## src/rtl/gpio6_pkg.sv

```systemverilog
package gpio6_pkg;
    localparam int unsigned BUS_W  = 8;
    localparam int unsigned ADDR_W = 2;

    typedef enum logic [ADDR_W-1:0] {
        SEL_DATA = 2'd0,
        SEL_DIR  = 2'd1,
        SEL_PULL = 2'd2,
        SEL_NONE = 2'd3
    } reg_sel_e;
endpackage

```

## src/rtl/gpio6_sync.sv

```systemverilog
module gpio6_sync #(
    parameter int unsigned NPINS  = 6,
    parameter int unsigned STAGES = 2
) (
    input  logic             clk,
    input  logic             rst_n,
    input  logic [NPINS-1:0] async_in,
    output logic [NPINS-1:0] sync_out
);
    typedef logic [STAGES-1:0][NPINS-1:0] chain_t;

    chain_t chain_d, chain_q;

    always_comb begin
        chain_d[0] = async_in;
        for (int s = 1; s < STAGES; s++) begin
            chain_d[s] = chain_q[s-1];
        end
    end

    always_ff @(posedge clk or negedge rst_n) begin
        if (!rst_n) chain_q <= '0;
        else        chain_q <= chain_d;
    end

    assign sync_out = chain_q[STAGES-1];
endmodule

```

## src/rtl/gpio6_regs.sv

```systemverilog
module gpio6_regs
    import gpio6_pkg::*;
#(
    parameter int unsigned NPINS    = 6,
    parameter logic [NPINS-1:0] DIR_MASK = '1
) (
    input  logic             clk,
    input  logic             rst_n,
    input  logic             wr_en,
    input  reg_sel_e         sel,
    input  logic [BUS_W-1:0] wdata,
    output logic [NPINS-1:0] dat_q,
    output logic [NPINS-1:0] dir_q,
    output logic [NPINS-1:0] pu_q
);
    typedef struct packed {
        logic [NPINS-1:0] dat;
        logic [NPINS-1:0] dir;
        logic [NPINS-1:0] pu;
    } regs_t;

    regs_t regs_d, regs_q;

    always_comb begin
        regs_d = regs_q;
        if (wr_en) begin
            unique case (sel)
                SEL_DATA: regs_d.dat = wdata[NPINS-1:0];
                SEL_DIR:  regs_d.dir = wdata[NPINS-1:0] & DIR_MASK;
                SEL_PULL: regs_d.pu  = wdata[NPINS-1:0];
                default:  regs_d     = regs_q;
            endcase
        end
    end

    always_ff @(posedge clk or negedge rst_n) begin
        if (!rst_n) regs_q <= '0;
        else        regs_q <= regs_d;
    end

    assign dat_q = regs_q.dat;
    assign dir_q = regs_q.dir;
    assign pu_q  = regs_q.pu;
endmodule

```

## src/rtl/gpio6_pad_ctrl.sv

```systemverilog
module gpio6_pad_ctrl #(
    parameter int unsigned NPINS    = 6,
    parameter int unsigned IN_ONLY  = 5,
    parameter int unsigned OUT_ONLY = 4
) (
    input  logic [NPINS-1:0] dat_q,
    input  logic [NPINS-1:0] dir_q,
    input  logic [NPINS-1:0] pu_q,
    input  logic [NPINS-1:0] pin_sync,
    output logic [NPINS-1:0] oe,
    output logic [NPINS-1:0] out,
    output logic [NPINS-1:0] pu,
    output logic [NPINS-1:0] rd_val
);
    for (genvar i = 0; i < NPINS; i++) begin : g_pin
        if (i == IN_ONLY) begin : g_in
            assign oe[i] = 1'b0;
        end else if (i == OUT_ONLY) begin : g_out
            assign oe[i] = 1'b1;
        end else begin : g_bidir
            assign oe[i] = dir_q[i];
        end
        assign out[i]    = dat_q[i];
        assign pu[i]     = pu_q[i] & ~oe[i];
        assign rd_val[i] = dir_q[i] ? dat_q[i] : pin_sync[i];
    end
endmodule

```

## src/rtl/gpio6_port.sv

```systemverilog
module gpio6_port
    import gpio6_pkg::*;
#(
    parameter int unsigned NPINS       = 6,
    parameter int unsigned IN_ONLY     = 5,
    parameter int unsigned OUT_ONLY    = 4,
    parameter int unsigned SYNC_STAGES = 2
) (
    input  logic              clk,
    input  logic              rst_n,
    input  logic [ADDR_W-1:0] addr,
    input  logic [BUS_W-1:0]  wdata,
    input  logic              wr_en,
    input  logic              rd_en,
    output logic [BUS_W-1:0]  rdata,
    input  logic [NPINS-1:0]  pin_in,
    output logic [NPINS-1:0]  pad_oe,
    output logic [NPINS-1:0]  pad_out,
    output logic [NPINS-1:0]  pad_pu
);
    localparam logic [NPINS-1:0] DIR_MASK = ~(NPINS'(1) << IN_ONLY);

    reg_sel_e         sel;
    logic [NPINS-1:0] dat_q, dir_q, pu_q, pin_sync, rd_val;

    assign sel = reg_sel_e'(addr);

    gpio6_sync #(.NPINS(NPINS), .STAGES(SYNC_STAGES)) u_sync (
        .clk(clk), .rst_n(rst_n), .async_in(pin_in), .sync_out(pin_sync)
    );

    gpio6_regs #(.NPINS(NPINS), .DIR_MASK(DIR_MASK)) u_regs (
        .clk(clk), .rst_n(rst_n), .wr_en(wr_en), .sel(sel), .wdata(wdata),
        .dat_q(dat_q), .dir_q(dir_q), .pu_q(pu_q)
    );

    gpio6_pad_ctrl #(.NPINS(NPINS), .IN_ONLY(IN_ONLY), .OUT_ONLY(OUT_ONLY)) u_pad (
        .dat_q(dat_q), .dir_q(dir_q), .pu_q(pu_q), .pin_sync(pin_sync),
        .oe(pad_oe), .out(pad_out), .pu(pad_pu), .rd_val(rd_val)
    );

    always_comb begin
        rdata = '0;
        if (rd_en) begin
            unique case (sel)
                SEL_DATA: rdata = BUS_W'(rd_val);
                SEL_DIR:  rdata = BUS_W'(dir_q);
                SEL_PULL: rdata = BUS_W'(pu_q);
                default:  rdata = '0;
            endcase
        end
    end
endmodule

```

## config.mk

```make
export PLATFORM = sky130hd
export DESIGN_NAME = gpio6_port
export DESIGN_NICKNAME = d
export VERILOG_FILES = /design/src/rtl/gpio6_pkg.sv /design/src/rtl/gpio6_sync.sv /design/src/rtl/gpio6_regs.sv /design/src/rtl/gpio6_pad_ctrl.sv /design/src/rtl/gpio6_port.sv
export SDC_FILE = /design/constraint.sdc
export NUM_CORES = 1
export LEC_CHECK = 0
export ABC_CLOCK_PERIOD_IN_PS = 1430
export CAP_MARGIN = 30
export CORE_ASPECT_RATIO = 1.4
export CORE_MARGIN = 2
export CORE_UTILIZATION = 43
export DETAILED_ROUTE_END_ITERATION = 8
export PLACE_DENSITY = 0.87
export SYNTH_ARGS = -nofsm -noshare
export SYNTH_HDL_FRONTEND = slang
export SYNTH_SLANG_ARGS = --single-unit
```

## constraint.sdc

```tcl
create_clock -name clk -period 1.43 [get_ports clk]
set_input_delay 0.286 -clock clk [delete_from_list [all_inputs] [get_ports clk]]
set_output_delay 0.286 -clock clk [all_outputs]
set_load 0.02 [all_outputs]
```

==> out/qor.yml, run 1 <==
num_rows: 23
crit_buf_inv: 1
antenna_found_initial: 0
place_congestion: 0.8136
drt_iter0_drc: 25
slowest_stage: "dfrtp_1"
drc: 0
htreeDepth: 2
vias_per_cell: 4.832
cts_tree: "done"
synth_largest_area_cell: "dfrtp_1"
start_util: 0.4411
synthTopCellsByArea: "dfrtp_1 (59%), mux2_2 (16%), buf_4 (6.1%), a32oi_1 (2.8%), nor2b_1 (2.5%)"
cp-start-kind: "register"
die_h_um: 67.31
p_leak_nw: 0.8479
p_per_area_nw_per_um2: 1369
syn-cell-area_um2: 1231
ys_seq_area_frac: 0.5894
hp-class: "register to register"
wl_per_cell_um: 14.57
routed_wl_um: 2768
layout_common_cells: "buf_4 (29), dfrtp_1 (29), mux2_2 (17), clkdlybuf4s50_1 (14), clkdlybuf4s15_1 (8)"
numCtsBuffers: 5
syn_inst: 94
crit_path_cell_trace: "or3b_1 -> a31oi_2 -> buf_4"
drive_gt1_frac: 0.4248
fin_nets: 172
max_stage_delay_ns: 0.38
place_ws_ns: -0.8395
diodes: 0
io_pins: 46
status: "complete, but fails checks"
die_area_um2: 3313
critPathKind: "register to primary output"
fin_crit_ns: 1.602
layout_setup_ws_ns: -0.1720
async_flop_share: 1.000
synth_edf_count: 0
finalCritPeriodShare: 1.120
clkLatencyLatePin_ns: 0.28
synth.top_cell.area_share: 0.5894
synth-main-ff-cell: "dfrtp_1"
violations: "setup timing"
fin_skew_ns: 0.007164
clk_pin_slew_ns: 0.07
vias: 918
cts-root-buf: "clkbuf_8"
hold_violations: 0
ir_drop_uv: 1400
yosys_warnings: 0
maxCapViolCount: 0
yosysUniqueCellTypes: 21
grt_max_degree: 30
fmax_ghz: 0.6242
tns_ns: -0.1720
hpwl_um: 2139
critPathTopFamily: "flip-flops"
grt_pass1_vias: 973
cts_max_path_buffers: 2
track_usage: 0.1809
clock-sinks: 29
grt_pass1_wl_um: 4374
crit_fanout: 2
dr.pass1.iters: 4
syn_area_per_cell_um2: 13.10
finalSetupViolCount: 1
slew_viol_final: 0
cp-end-kind: "primary output"
grt_overflow: 0
die_x_um: 49.23
port_buffers: 38
syn_to_final_growth_pct: 49.19
crit_arrival_ns: 1.32
core_area_um2: 2791
ys_ff_latch: 29
ant_nets: 0
rsz0062_at_grt: "yes"
cts_hold_buf: 0
worstPathRequired_ns: 1.14
[layout make-up]
| class | count | area, um^2 |
|---|---|---|
| fill | 225 | 954.7 |
| sequential | 29 | 725.7 |
| timing repair buffer | 59 | 493.0 |
| multi-input combinational | 52 | 436.7 |
| clock buffer | 7 | 86.33 |
| tap | 37 | 46.29 |
| clock inverter | 1 | 30.03 |
| inverter | 5 | 18.77 |
[where the power goes]
group	leakage, nW	switching [mW]	internal [mW]
Clock	0.0585	0.287	0.567
Combinational	0.448	0.321	0.342
Sequential	0.341	0.0661	0.930
Total	0.848	0.675	1.84
[layer usage]
metal / global-route usage / part of all wire / wire length, um / up-vias
met4: 0.08929 / 0.023 / 63 / 0
met5: 0 / 0 / 0 / -
li1: - / - / - / 429
met3: 0.06195 / 0.072 / 199 / 6
met1: 0.1928 / 0.37 / 1025 / 443
met2: 0.3193 / 0.53 / 1480 / 40
[synth_stat cells, types with 2 or more instances]
cell / instances
a32oi_1: 4
a21oi_1: 4
dfrtp_1: 29
nor2b_1: 5
inv_1: 5
o21ai_0: 2
buf_4: 10
mux2_2: 17
conb_1: 2
nand2_1: 2
o211ai_1: 4
[stage by stage]
step	area, um^2	cells	power, mW	hold WS (ns)	utilization
floorplan	1249	97	1.353	-0.009591	-
global placement	1745	181	1.694	0.3315	0.6253
detailed placement	1745	181	1.728	0.3355	0.6253
CTS	1815	190	2.515	0.3434	0.6504
global route	1837	190	2.630	0.3607	0.6580
finish	1837	190	2.514	0.3392	0.6580
[worst reg2reg max path, stage by stage, from the launching register on]
cell and delay [ns]:
dfrtp_1 0.40, buf_4 0.15, mux2_2 0.26
[worst paths after layout]
kind | startpoint | endpoint | slack [ns] | depth (start not counted)
setup / recovery | u_regs.dir_q[4] | rdata[4] | -0.17 | 3
hold / removal | u_sync.chain_d[8] | u_sync.sync_out[2] | 0.34 | 0
setup reg to reg | u_regs.dir_q[0] | u_regs.dir_q[0] | 0.52 | 2
hold reg to reg | u_sync.chain_d[8] | u_sync.sync_out[2] | 0.34 | 0
max in group asynchronous | rst_n | u_regs.pu_q[0] | 0.77 | 2
min in group asynchronous | rst_n | u_sync.chain_d[7] | 0.38 | 2
[state kept, by name, indices dropped and copies added (netlist names)]
name             cells
u_regs.dat_q         6
u_regs.pu_q          6
u_sync.chain_d       6
u_sync.sync_out      6
u_regs.dir_q         5
[cell families (layout without fill, tap and decap cells)]
logic type	count (synthesis)	after routing	synth area share
DFF	29	29	0.5894
and+or+nand+nor	14	14	0.07825
other	2	5	0.006100
buffers and inverters	16	72	0.08028
muxes	18	18	0.1636
AOI/OAI and AO/OA	15	15	0.08232
[timing repair]
item,in CTS,in global routing
setup buffers,1,0
gates resized for setup,70,12
endpoints found under the setup margin,38,16
pin swaps,2,4
cloned,0,0
Power figures use the tool's default switching activity.
==> run 2, diff against run 1 <==
--- a/config.mk
+++ b/config.mk
@@ -6,10 +6,10 @@
 export NUM_CORES = 1
 export LEC_CHECK = 0
 export ABC_CLOCK_PERIOD_IN_PS = 1430
-export CAP_MARGIN = 30
 export CORE_ASPECT_RATIO = 1.4
 export CORE_MARGIN = 2
 export CORE_UTILIZATION = 43
+export CTS_CLUSTER_SIZE = 30
 export DETAILED_ROUTE_END_ITERATION = 8
 export PLACE_DENSITY = 0.87
 export SYNTH_ARGS = -nofsm -noshare
==> results of run 2 <==
The final DEF is identical to that of run 1; final timing and power are the same.
==> run 3, diff against run 2 <==
--- a/config.mk
+++ b/config.mk
@@ -5,7 +5,7 @@
 export SDC_FILE = /design/constraint.sdc
 export NUM_CORES = 1
 export LEC_CHECK = 0
-export ABC_CLOCK_PERIOD_IN_PS = 1430
+export ABC_CLOCK_PERIOD_IN_PS = 1800
 export CORE_ASPECT_RATIO = 1.4
 export CORE_MARGIN = 2
 export CORE_UTILIZATION = 43
==> constraint.sdc (replaced) <==
create_clock -name clk -period 1.8 [get_ports clk]
set_input_delay 0.36 -clock clk [delete_from_list [all_inputs] [get_ports clk]]
set_output_delay 0.36 -clock clk [all_outputs]
set_load 0.02 [all_outputs]
==> out/qor.yml, run 3 (synthesis results as in run 1) <==
die_area_um2: 3313  # unchanged
fin_nets: 160  # was 172
crit_path_cell_trace: "or3b_1 -> a31oi_1 -> buf_4"  # was or3b_1 -> a31oi_2 -> buf_4
grt_max_degree: 30  # unchanged
numCtsBuffers: 5  # unchanged
clk_pin_slew_ns: 0.06  # was 0.07 ns
cts_max_path_buffers: 2  # unchanged
layout_commonest_cell: "dfrtp_1"
crit_buf_inv: 1  # unchanged
cp-end-kind: "primary output"  # unchanged
drive_gt1_frac: 0.3214  # was 0.4248
timing.hold.ws_ns: 0.3472  # was 0.3392 ns
drc: 0  # unchanged
cts_hold_buf: 0  # unchanged
rsz0062_at_grt: "no"  # was yes
port_buffers: 38  # unchanged
slew_viol_final: 0  # unchanged
ant_nets: 0  # unchanged
p_per_area_nw_per_um2: 1042  # was 1369 nW/um^2
drt_iter0_drc: 19  # was 25
place_congestion: 0.7415  # was 0.8136
cp-start-kind: "register"  # unchanged
slowest_stage: "dfrtp_1"  # unchanged
syn_to_final_growth_pct: 39.84  # was 49.19%
post-cts-setup-buffers: 0  # was 1
htreeDepth: 2  # unchanged
hpwl_um: 1870  # was 2139 um
critPathKind: "register to primary output"  # unchanged
p_leak_nw: 0.7903  # was 0.8479 nW
dr.pass1.iters: 4  # unchanged
final_core_util: 0.6168  # was 0.6580
n_fill_cell: 230  # was 225
die_h_um: 67.31  # unchanged
diodes: 0  # unchanged
hp-class: "register to register"  # unchanged
antenna_found_initial: 0  # unchanged
start_util: 0.4411  # unchanged
crit_fanout: 2  # unchanged
worstPathRequired_ns: 1.44  # was 1.14 ns
hold_violations: 0  # unchanged
max_stage_delay_ns: 0.37  # was 0.38 ns
track_usage: 0.1785  # was 0.1809
io_pins: 46  # unchanged
clock-sinks: 29  # unchanged
layout_common_cells: "dfrtp_1 (29), clkdlybuf4s50_1 (26), mux2_2 (17), buf_4 (10), clkbuf_8 (6)"  # was buf_4 (29), dfrtp_1 (29), mux2_2 (17), clkdlybuf4s50_1 (14), clkdlybuf4s15_1 (8)
fmax_ghz: 0.5736
finalSetupViolCount: 0  # was 1
ir_drop_uv: 685.9  # was 1400 uV
core_area_um2: 2791  # unchanged
wl_per_cell_um: 14.10  # was 14.57 um
die_x_um: 49.23  # unchanged
grt_pass1_wl_um: 4284  # was 4374 um
status: "finished, final reports clean"  # was complete, but fails checks
crit_arrival_ns: 1.38  # was 1.32 ns
grt_overflow: 0  # unchanged
num_rows: 23  # unchanged
fin_crit_ns: 1.743
grt_pass1_vias: 924  # was 973
fin_skew_ns: 0.002654  # was 0.007164 ns
critPathTopFamily: "flip-flops"  # unchanged
clkLatencyLatePin_ns: 0.28  # about the same
finalCritPeriodShare: 0.9685
cts_tree: "done"  # unchanged
routed_wl_um: 2495  # was 2768 um
maxCapViolCount: 0  # unchanged
vias: 880  # was 918
vias_per_cell: 4.972  # was 4.832
cts-root-buf: "clkbuf_8"  # unchanged
run 3: through the flow:
step / TNS [ns] / worst slack [ns] / power (mW) / instances / cell area (um^2)
after detailed placement: -5.688 / -0.7609 / 1.299 / 170 / 1657
after floorplan: 0 / 0.1863 / 1.072 / 97 / 1242
final: 0 / 0.05671 / 1.794 / 177 / 1722
after global routing: 0 / 0.002330 / 1.887 / 177 / 1722
after CTS: 0 / 0.007177 / 1.816 / 177 / 1723
after global placement: -5.290 / -0.7033 / 1.281 / 170 / 1657
run 3: layout make-up:
| type | instances | area (um^2) | area share |
|---|---|---|---|
| multi-input combinational | 52 | 425.4 | 0.2471 |
| tap | 37 | 46.29 | 0.02689 |
| clock buffer | 7 | 86.33 | 0.05015 |
| sequential | 29 | 725.7 | 0.4215 |
| inverter | 5 | 18.77 | 0.01090 |
| timing repair buffer | 47 | 419.2 | 0.2435 |
run 3: per-layer routing:
metal | vias up | wire length [um] | global-route usage
met1 | 432 | 983 | 0.1977
met2 | 39 | 1265 | 0.2990
met4 | 0 | 38 | 0.08929
met5 | - | 0 | 0
li1 | 406 | - | -
met3 | 3 | 208 | 0.07080
run 3: final timing paths:
check	to	slack [ns]	cells after the start	start
worst max-delay path	rdata[4]	0.06	3	u_regs.dir_q[4]
worst min-delay path	u_sync.sync_out[3]	0.35	0	u_sync.chain_d[9]
worst max register to register	u_regs.dir_q[4]	0.94	2	u_regs.dir_q[4]
worst min register to register	u_sync.sync_out[3]	0.35	0	u_sync.chain_d[9]
max in group asynchronous	u_sync.chain_d[10]	1.08	2	rst_n
min in group asynchronous	u_sync.chain_d[6]	0.45	2	rst_n
run 3: power by group:
| group | internal (mW) | total (mW) | leakage [nW] | switching, mW |
|---|---|---|---|---|
| sequential | 0.739 | 0.807 | 0.341 | 0.0677 |
| combinational | 0.241 | 0.460 | 0.405 | 0.219 |
| clock | 0.302 | 0.527 | 0.0443 | 0.225 |
| total | 1.28 | 1.79 | 0.790 | 0.512 |
run 3: worst register-to-register path: cells and delay by family (launching register included):
family	cells	cell delay [ns]
buffers and inverters	1	0.13
DFF	1	0.37
muxes	1	0.25
run 3: what timing repair did:
item | CTS | global route
setup endpoints to repair | 8 | 5
hold endpoints to repair | 0 | 0
gates resized for setup | 33 | 7
cloned | 0 | 0
